===== config.mk =====
export PLATFORM = sky130hd
export DESIGN_NAME = reset_source_ctrl
export DESIGN_NICKNAME = d
export VERILOG_FILES = /design/src/rtl/reset_src_pkg.sv /design/src/rtl/reset_cause_arb.sv /design/src/rtl/reset_seq_fsm.sv /design/src/rtl/pwrup_pulse.sv /design/src/rtl/reset_source_ctrl.sv
export SDC_FILE = /design/constraint.sdc
export NUM_CORES = 1
export LEC_CHECK = 0
export ABC_AREA = 0
export CAP_MARGIN = 20
export CELL_PAD_IN_SITES_DETAIL_PLACEMENT = 1
export CELL_PAD_IN_SITES_GLOBAL_PLACEMENT = 2
export CORE_ASPECT_RATIO = 2
export CORE_UTILIZATION = 29
export DETAILED_ROUTE_END_ITERATION = 7
export GPL_TIMING_DRIVEN = 0
export PLACE_DENSITY_LB_ADDON = 0.1
export SYNTH_ARGS = -nofsm -noshare
export SYNTH_HDL_FRONTEND = slang
export SYNTH_SLANG_ARGS = --single-unit

===== constraint.sdc =====
create_clock -name clk -period 2.1 [get_ports clk]
set_clock_uncertainty 0.15 [all_clocks]
set_input_delay 0.315 -clock clk [delete_from_list [all_inputs] [get_ports clk]]
set_output_delay 0.315 -clock clk [all_outputs]
set_load 0.02 [all_outputs]

===== src/rtl/reset_src_pkg.sv =====
package reset_src_pkg;

    typedef enum logic [1:0] {
        ST_RUN     = 2'd0,
        ST_ACTIVE  = 2'd1,
        ST_STRETCH = 2'd2
    } rst_state_e;

    localparam int CAUSE_N   = 4;
    localparam int CAUSE_SW  = 0;
    localparam int CAUSE_WDT = 1;
    localparam int CAUSE_EXT = 2;
    localparam int CAUSE_PWR = 3;

    localparam logic [7:0] WDCTL_AFTER_WDT   = 8'hE6;
    localparam logic [7:0] WDCTL_AFTER_OTHER = 8'hE4;

endpackage


===== src/rtl/reset_cause_arb.sv =====
module reset_cause_arb
    import reset_src_pkg::*;
(
    input  logic               ext_low,
    input  logic               wdt_hit,
    input  logic               sw_hit,
    output logic               any_cause,
    output logic [CAUSE_N-1:0] cause_vec
);
    always_comb begin
        cause_vec = '0;
        if (ext_low)      cause_vec[CAUSE_EXT] = 1'b1;
        else if (wdt_hit) cause_vec[CAUSE_WDT] = 1'b1;
        else if (sw_hit)  cause_vec[CAUSE_SW]  = 1'b1;
        any_cause = ext_low | wdt_hit | sw_hit;
    end
endmodule


===== src/rtl/reset_seq_fsm.sv =====
module reset_seq_fsm
    import reset_src_pkg::*;
#(
    parameter int HOLD_CYC = 8
) (
    input  logic               clk,
    input  logic               por_n,
    input  logic               any_cause,
    input  logic [CAUSE_N-1:0] cause_vec,
    output logic               in_reset,
    output logic [CAUSE_N-1:0] cause_q
);
    localparam int CNT_W = $clog2(HOLD_CYC + 1);
    localparam logic [CNT_W-1:0] CNT_LOAD = CNT_W'(HOLD_CYC - 1);

    rst_state_e        state, state_nx;
    logic [CNT_W-1:0]  hold_cnt;

    always_ff @(posedge clk or negedge por_n) begin
        if (!por_n) state <= ST_ACTIVE;
        else        state <= state_nx;
    end

    always_comb begin
        state_nx = state;
        unique case (state)
            ST_RUN:     state_nx = any_cause ? ST_ACTIVE : ST_RUN;
            ST_ACTIVE:  state_nx = any_cause ? ST_ACTIVE : ST_STRETCH;
            ST_STRETCH: begin
                if (any_cause)          state_nx = ST_ACTIVE;
                else if (hold_cnt == 0) state_nx = ST_RUN;
                else                    state_nx = ST_STRETCH;
            end
            default:    state_nx = ST_ACTIVE;
        endcase
    end

    always_ff @(posedge clk or negedge por_n) begin
        if (!por_n) begin
            hold_cnt <= CNT_LOAD;
        end else if (state_nx == ST_STRETCH && state != ST_STRETCH) begin
            hold_cnt <= CNT_LOAD;
        end else if (state == ST_STRETCH && hold_cnt != 0) begin
            hold_cnt <= hold_cnt - 1'b1;
        end
    end

    always_ff @(posedge clk or negedge por_n) begin
        if (!por_n) begin
            cause_q <= CAUSE_N'(1) << CAUSE_PWR;
        end else if (state == ST_RUN && any_cause) begin
            cause_q <= cause_vec;
        end
    end

    always_comb begin
        in_reset = (state != ST_RUN);
    end
endmodule


===== src/rtl/pwrup_pulse.sv =====
module pwrup_pulse #(
    parameter int PUP_CYC = 20
) (
    input  logic clk,
    input  logic por_n,
    output logic pulse_on
);
    localparam int CNT_W = $clog2(PUP_CYC + 2);

    logic [CNT_W-1:0] left;

    always_ff @(posedge clk or negedge por_n) begin
        if (!por_n)         left <= CNT_W'(PUP_CYC);
        else if (left != 0) left <= left - 1'b1;
    end

    assign pulse_on = (left != 0);
endmodule


===== src/rtl/reset_source_ctrl.sv =====
module reset_source_ctrl
    import reset_src_pkg::*;
#(
    parameter int HOLD_CYC = 8,
    parameter int PUP_CYC  = 20
) (
    input  logic       clk,
    input  logic       por_n,
    input  logic       ext_rst_n,
    input  logic       wdt_trip,
    input  logic       sw_trip,
    input  logic       rout_en_wr,
    input  logic       rout_en_wdata,
    input  logic       gpio_low,
    output logic       sys_rst_n,
    output logic [7:0] rst_cause,
    output logic [7:0] wdctl_init,
    output logic       rst_out_n
);
    logic               any_cause;
    logic [CAUSE_N-1:0] cause_vec;
    logic [CAUSE_N-1:0] cause_q;
    logic               in_reset;
    logic               in_reset_q;
    logic               out_en;
    logic               pup_on;
    logic               internal_src;

    reset_cause_arb u_arb (
        .ext_low   (!ext_rst_n),
        .wdt_hit   (wdt_trip),
        .sw_hit    (sw_trip),
        .any_cause (any_cause),
        .cause_vec (cause_vec)
    );

    reset_seq_fsm #(.HOLD_CYC(HOLD_CYC)) u_fsm (
        .clk       (clk),
        .por_n     (por_n),
        .any_cause (any_cause),
        .cause_vec (cause_vec),
        .in_reset  (in_reset),
        .cause_q   (cause_q)
    );

    pwrup_pulse #(.PUP_CYC(PUP_CYC)) u_pup (
        .clk      (clk),
        .por_n    (por_n),
        .pulse_on (pup_on)
    );

    // enable bit survives every reset but power-up; writable only in RUN
    always_ff @(posedge clk or negedge por_n) begin
        if (!por_n) begin
            out_en     <= 1'b0;
            in_reset_q <= 1'b1;
        end else begin
            in_reset_q <= in_reset;
            if (rout_en_wr && !in_reset) out_en <= rout_en_wdata;
        end
    end

    assign internal_src = cause_q[CAUSE_WDT] | cause_q[CAUSE_SW];

    always_comb begin
        sys_rst_n  = !in_reset;
        rst_cause  = {out_en, 3'b000, cause_q};
        wdctl_init = cause_q[CAUSE_WDT] ? WDCTL_AFTER_WDT : WDCTL_AFTER_OTHER;
        if (pup_on)      rst_out_n = 1'b0;
        else if (out_en) rst_out_n = !(internal_src && (in_reset || in_reset_q));
        else             rst_out_n = !gpio_low;
    end
endmodule


==> run_results.csv <==
group,metric,value,unit
cts,cts_sinks,17,
power_and_ir_drop,seq_power_share,0.454,
floorplanning,core,0.00319,sq mm
routing,wl_per_cell,13.5,um
timing,period_share,0.948,
cts,root_buffer,"clkbuf_8",
global_route,grt_pass1_vias,811,
logic_synthesis,async_reset_ff_frac,1.00,
floorplanning,pin_count,26,
power_and_ir_drop,clock_power_share,0.293,
layout,syn2layout_area_growth,28.3,%
logic_synthesis,yosysUniqueCellTypes,35,
logic_synthesis,synth.avg_cell_area,10.3,sq um
logic_synthesis,synth_flop_cell,"dfrtp_1",
routing,wl,2.10,mm
timing,drv_slew,0,
hold_path,hold_path.class,"reg2reg",
cts,holdBufCountCts,0,
cts,clk_latency,0.24,ns
placed_design,place_ws,-0.262,ns
logic_synthesis,synth-edff-count,0,
power_and_ir_drop,p_sw,0.225,mW
logic_synthesis,yosys_warnings,0,
power_and_ir_drop,p_leak,0.596,nW
cts,cts_tree,"built",
layout,seq_area,435,sq um
layout,nNetsFinal,137,
global_route,grt_max_degree,18,
power_and_ir_drop,swShare,0.276,
hold_path,whs_path_depth,1,
power_and_ir_drop,p_per_area,643,mW/mm^2
worst_setup_path,worstPathMaxFanout,3,
global_route,antenna_found_initial,0,
global_route,grt_pass1_wl,3.53,mm
layout,n_fill_cell,381,
worst_setup_path,end_kind,"output port",
hold_path,hold_start,"u_fsm.cause_q[3]$_DFFE_PN1P_",
routing,drcViolationCount,0,
routing,dr.pass1.iters,3,
hold_path,min_to,"u_fsm.cause_q[3]$_DFFE_PN1P_",
worst_setup_path,crit_path_start_kind,"flop",
placed_design,hpwl,1.67,mm
power_and_ir_drop,power_frac_comb,0.254,
cts,cts_inserted_buffers,3,
outcome,status,"completed",
routing,ant_nets,0,
logic_synthesis,synthTopCellsByArea,"dfrtp_1 (23%), dfstp_2 (21%), buf_4 (9.1%)",
routing,drtIter0Drc,8,
timing,finalWorstSetupSlack,0.110,ns
global_route,track_usage,0.126,
placed_design,dpl_cell_area,0.00121,sq mm
floorplanning,start_util,0.309,
worst_setup_path,r2r_cells,5,
worst_setup_path,cp.arrival,1.53,ns
power_and_ir_drop,irDropWorstVdd,0.351,mV
timing,setup_viol,0,
timing,holdWs,0.343,ns
cts,clkSlewWorstSetupHoldPaths,0.07,ns
worst_setup_path,critPathKind,"reg2out",
floorplanning,die_width,43.3,um
layout,drive_above_1_share,0.296,
logic_synthesis,netlist_area,987,sq um
routing,vias,741,
power_and_ir_drop,p_int,0.589,mW
power_and_ir_drop,design_power_total,0.814,mW
timing,period_needed,1.99,ns
floorplanning,die_area,0.00366,sq mm
timing,max_freq,502,MHz
routing,viasPerCell,4.75,
job,maxCapViolations,0,
logic_synthesis,synth-seq-area-share,0.441,
timing,slew_headroom,0.486,
worst_setup_path,r2r-end,"u_fsm.hold_cnt[2]$_DFFE_PN1P_",
floorplanning,fp.dieH,84.5,um
logic_synthesis,ys_ff_latch,17,
worst_setup_path,r2r-start,"u_fsm.hold_cnt[0]$_DFFE_PN1P_",
worst_setup_path,cp.required,1.63,ns
logic_synthesis,synth_largest_area_cell,"dfrtp_1",
layout,post-route-cell-area,0.00127,sq mm
global_route,gr-total-overflow,0,
placed_design,io_buffer_count,15,
timing,tightest_slew,0.768,ns
logic_synthesis,synth_top_area_share,0.228,
placed_design,gp_congestion,0.736,
floorplanning,fp-row-count,29,
layout,multi_input_area,457,sq um
layout,n_antenna_cell,0,
logic_synthesis,synthCells,96,
cts,cts.path.max_buffers,2,
worst_setup_path,rrSetupSlack,0.33,ns
timing,hold_violations,0,
cts,cts_max_level,1,
stage by stage:
step	TNS [ns]	instances	util
after CTS	0	155	0.393
after detailed placement	-0.262	150	0.378
after global routing	-0.00966	156	0.397
final	0	156	0.397
after floorplan	0	104	-
after global placement	-0.243	150	0.378
repair_timing:
item | 4_1_cts | 5_1_grt
setup endpoints to repair | 1 | 2
hold endpoints to repair | 0 | 0
setup buffers | 1 | 1
gates resized for setup | 5 | 1
pin swaps | 1 | 0
power groups by stage:
stage                     registers, mW  clock network (mW)  logic, mW
after floorplan                   0.386                   0      0.110
after global placement            0.374                   0      0.212
after detailed placement          0.376                   0      0.214
after CTS                         0.370               0.251      0.209
after global routing              0.374               0.264      0.224
final                             0.369               0.238      0.206
cell usage in the layout, fill, tap and decap left out, drive strengths merged, types with 2 or more instances in the layout:
cell type and n:
buf 16, clkdlybuf4s50 13, conb 10, dfrtp 9
dfstp 8, nor2 8, inv 6, nand2 6
o21ai 6, clkbuf 5, nand2b 3, a21oi 3
nand3 3, xnor2 3, ha 3, nand3b 2
nor4b 2, a21boi 2, nor3 2, o211ai 2
a22o 2
worst max path at each step:
stage,start,end,slack (ns),depth (start not counted)
floorplan,u_pup.left[0]$_DFFE_PN0N_,rst_out_n,0.40,4
global placement,u_pup.left[0]$_DFFE_PN0N_,rst_out_n,-0.24,5
detailed placement,u_pup.left[0]$_DFFE_PN0N_,rst_out_n,-0.26,5
CTS,u_fsm.state[0]$_DFF_PN1_,sys_rst_n,0.02,2
global route,u_pup.left[0]$_DFFE_PN0N_,rst_out_n,-0.01,5
finish,u_pup.left[0]$_DFFE_PN0N_,rst_out_n,0.11,5
flip-flops by register name, summed over array words and instances, names as in the netlist:
register and count:
in_reset_q 1, out_en 1, u_fsm.cause_q 4, u_fsm.hold_cnt 4, u_fsm.state 2, u_pup.left 5
layout make-up:
class                   count  share of cell area
plain buffers              14              0.0830
well taps                  31              0.0306
flip-flops and latches     17               0.344
inverters                   6              0.0178
multi-input cells          67               0.361
clock buffers               4              0.0356
repair buffers             17               0.128
routing by layer:
layer	global-route usage	up-vias	routed length (um)	part of all wire
met3	0.0215	2	52	0.025
met1	0.121	368	734	0.35
met4	0.0496	0	21	0.010
met5	0	-	0	0
met2	0.244	10	1290	0.61
li1	-	361	-	-
kinds of logic (layout without fill, tap and decap cells):
family                     Yosys count  in the layout  synth area share
and+or+nand+nor                     32             32             0.217
buffers and inverters               20             41             0.129
AOI/OAI and AO/OA                   18             18             0.129
DFF                                 17             17             0.441
adders and majority gates            3              3            0.0380
xor gates and xnor gates             3              3            0.0266
other                                2             10           0.00761
muxes                                1              1            0.0114
worst max-delay path, stage by stage (launching register included):
cell	delay (ns)
dfrtp_1	0.40
inv_1	0.07
ha_2	0.20
nor4b_4	0.27
and3_1	0.19
buf_2	0.16
Yosys cell counts, types with 2 or more instances:
cell type and number:
buf_4 12, dfrtp_1 9, a21boi_0 2, inv_1 5, o21ai_1 2, nor4b_4 2, conb_1 2, xnor2_1 3
ha_1 3, nor2_1 7, nand2_1 5, a22o_1 2, nand2b_1 3, nand3b_1 2, nand3_1 3, o21ai_0 4
a21oi_1 3, o211ai_2 2, nor3_1 2, dfstp_2 8
(Power assumes the default switching activity.)
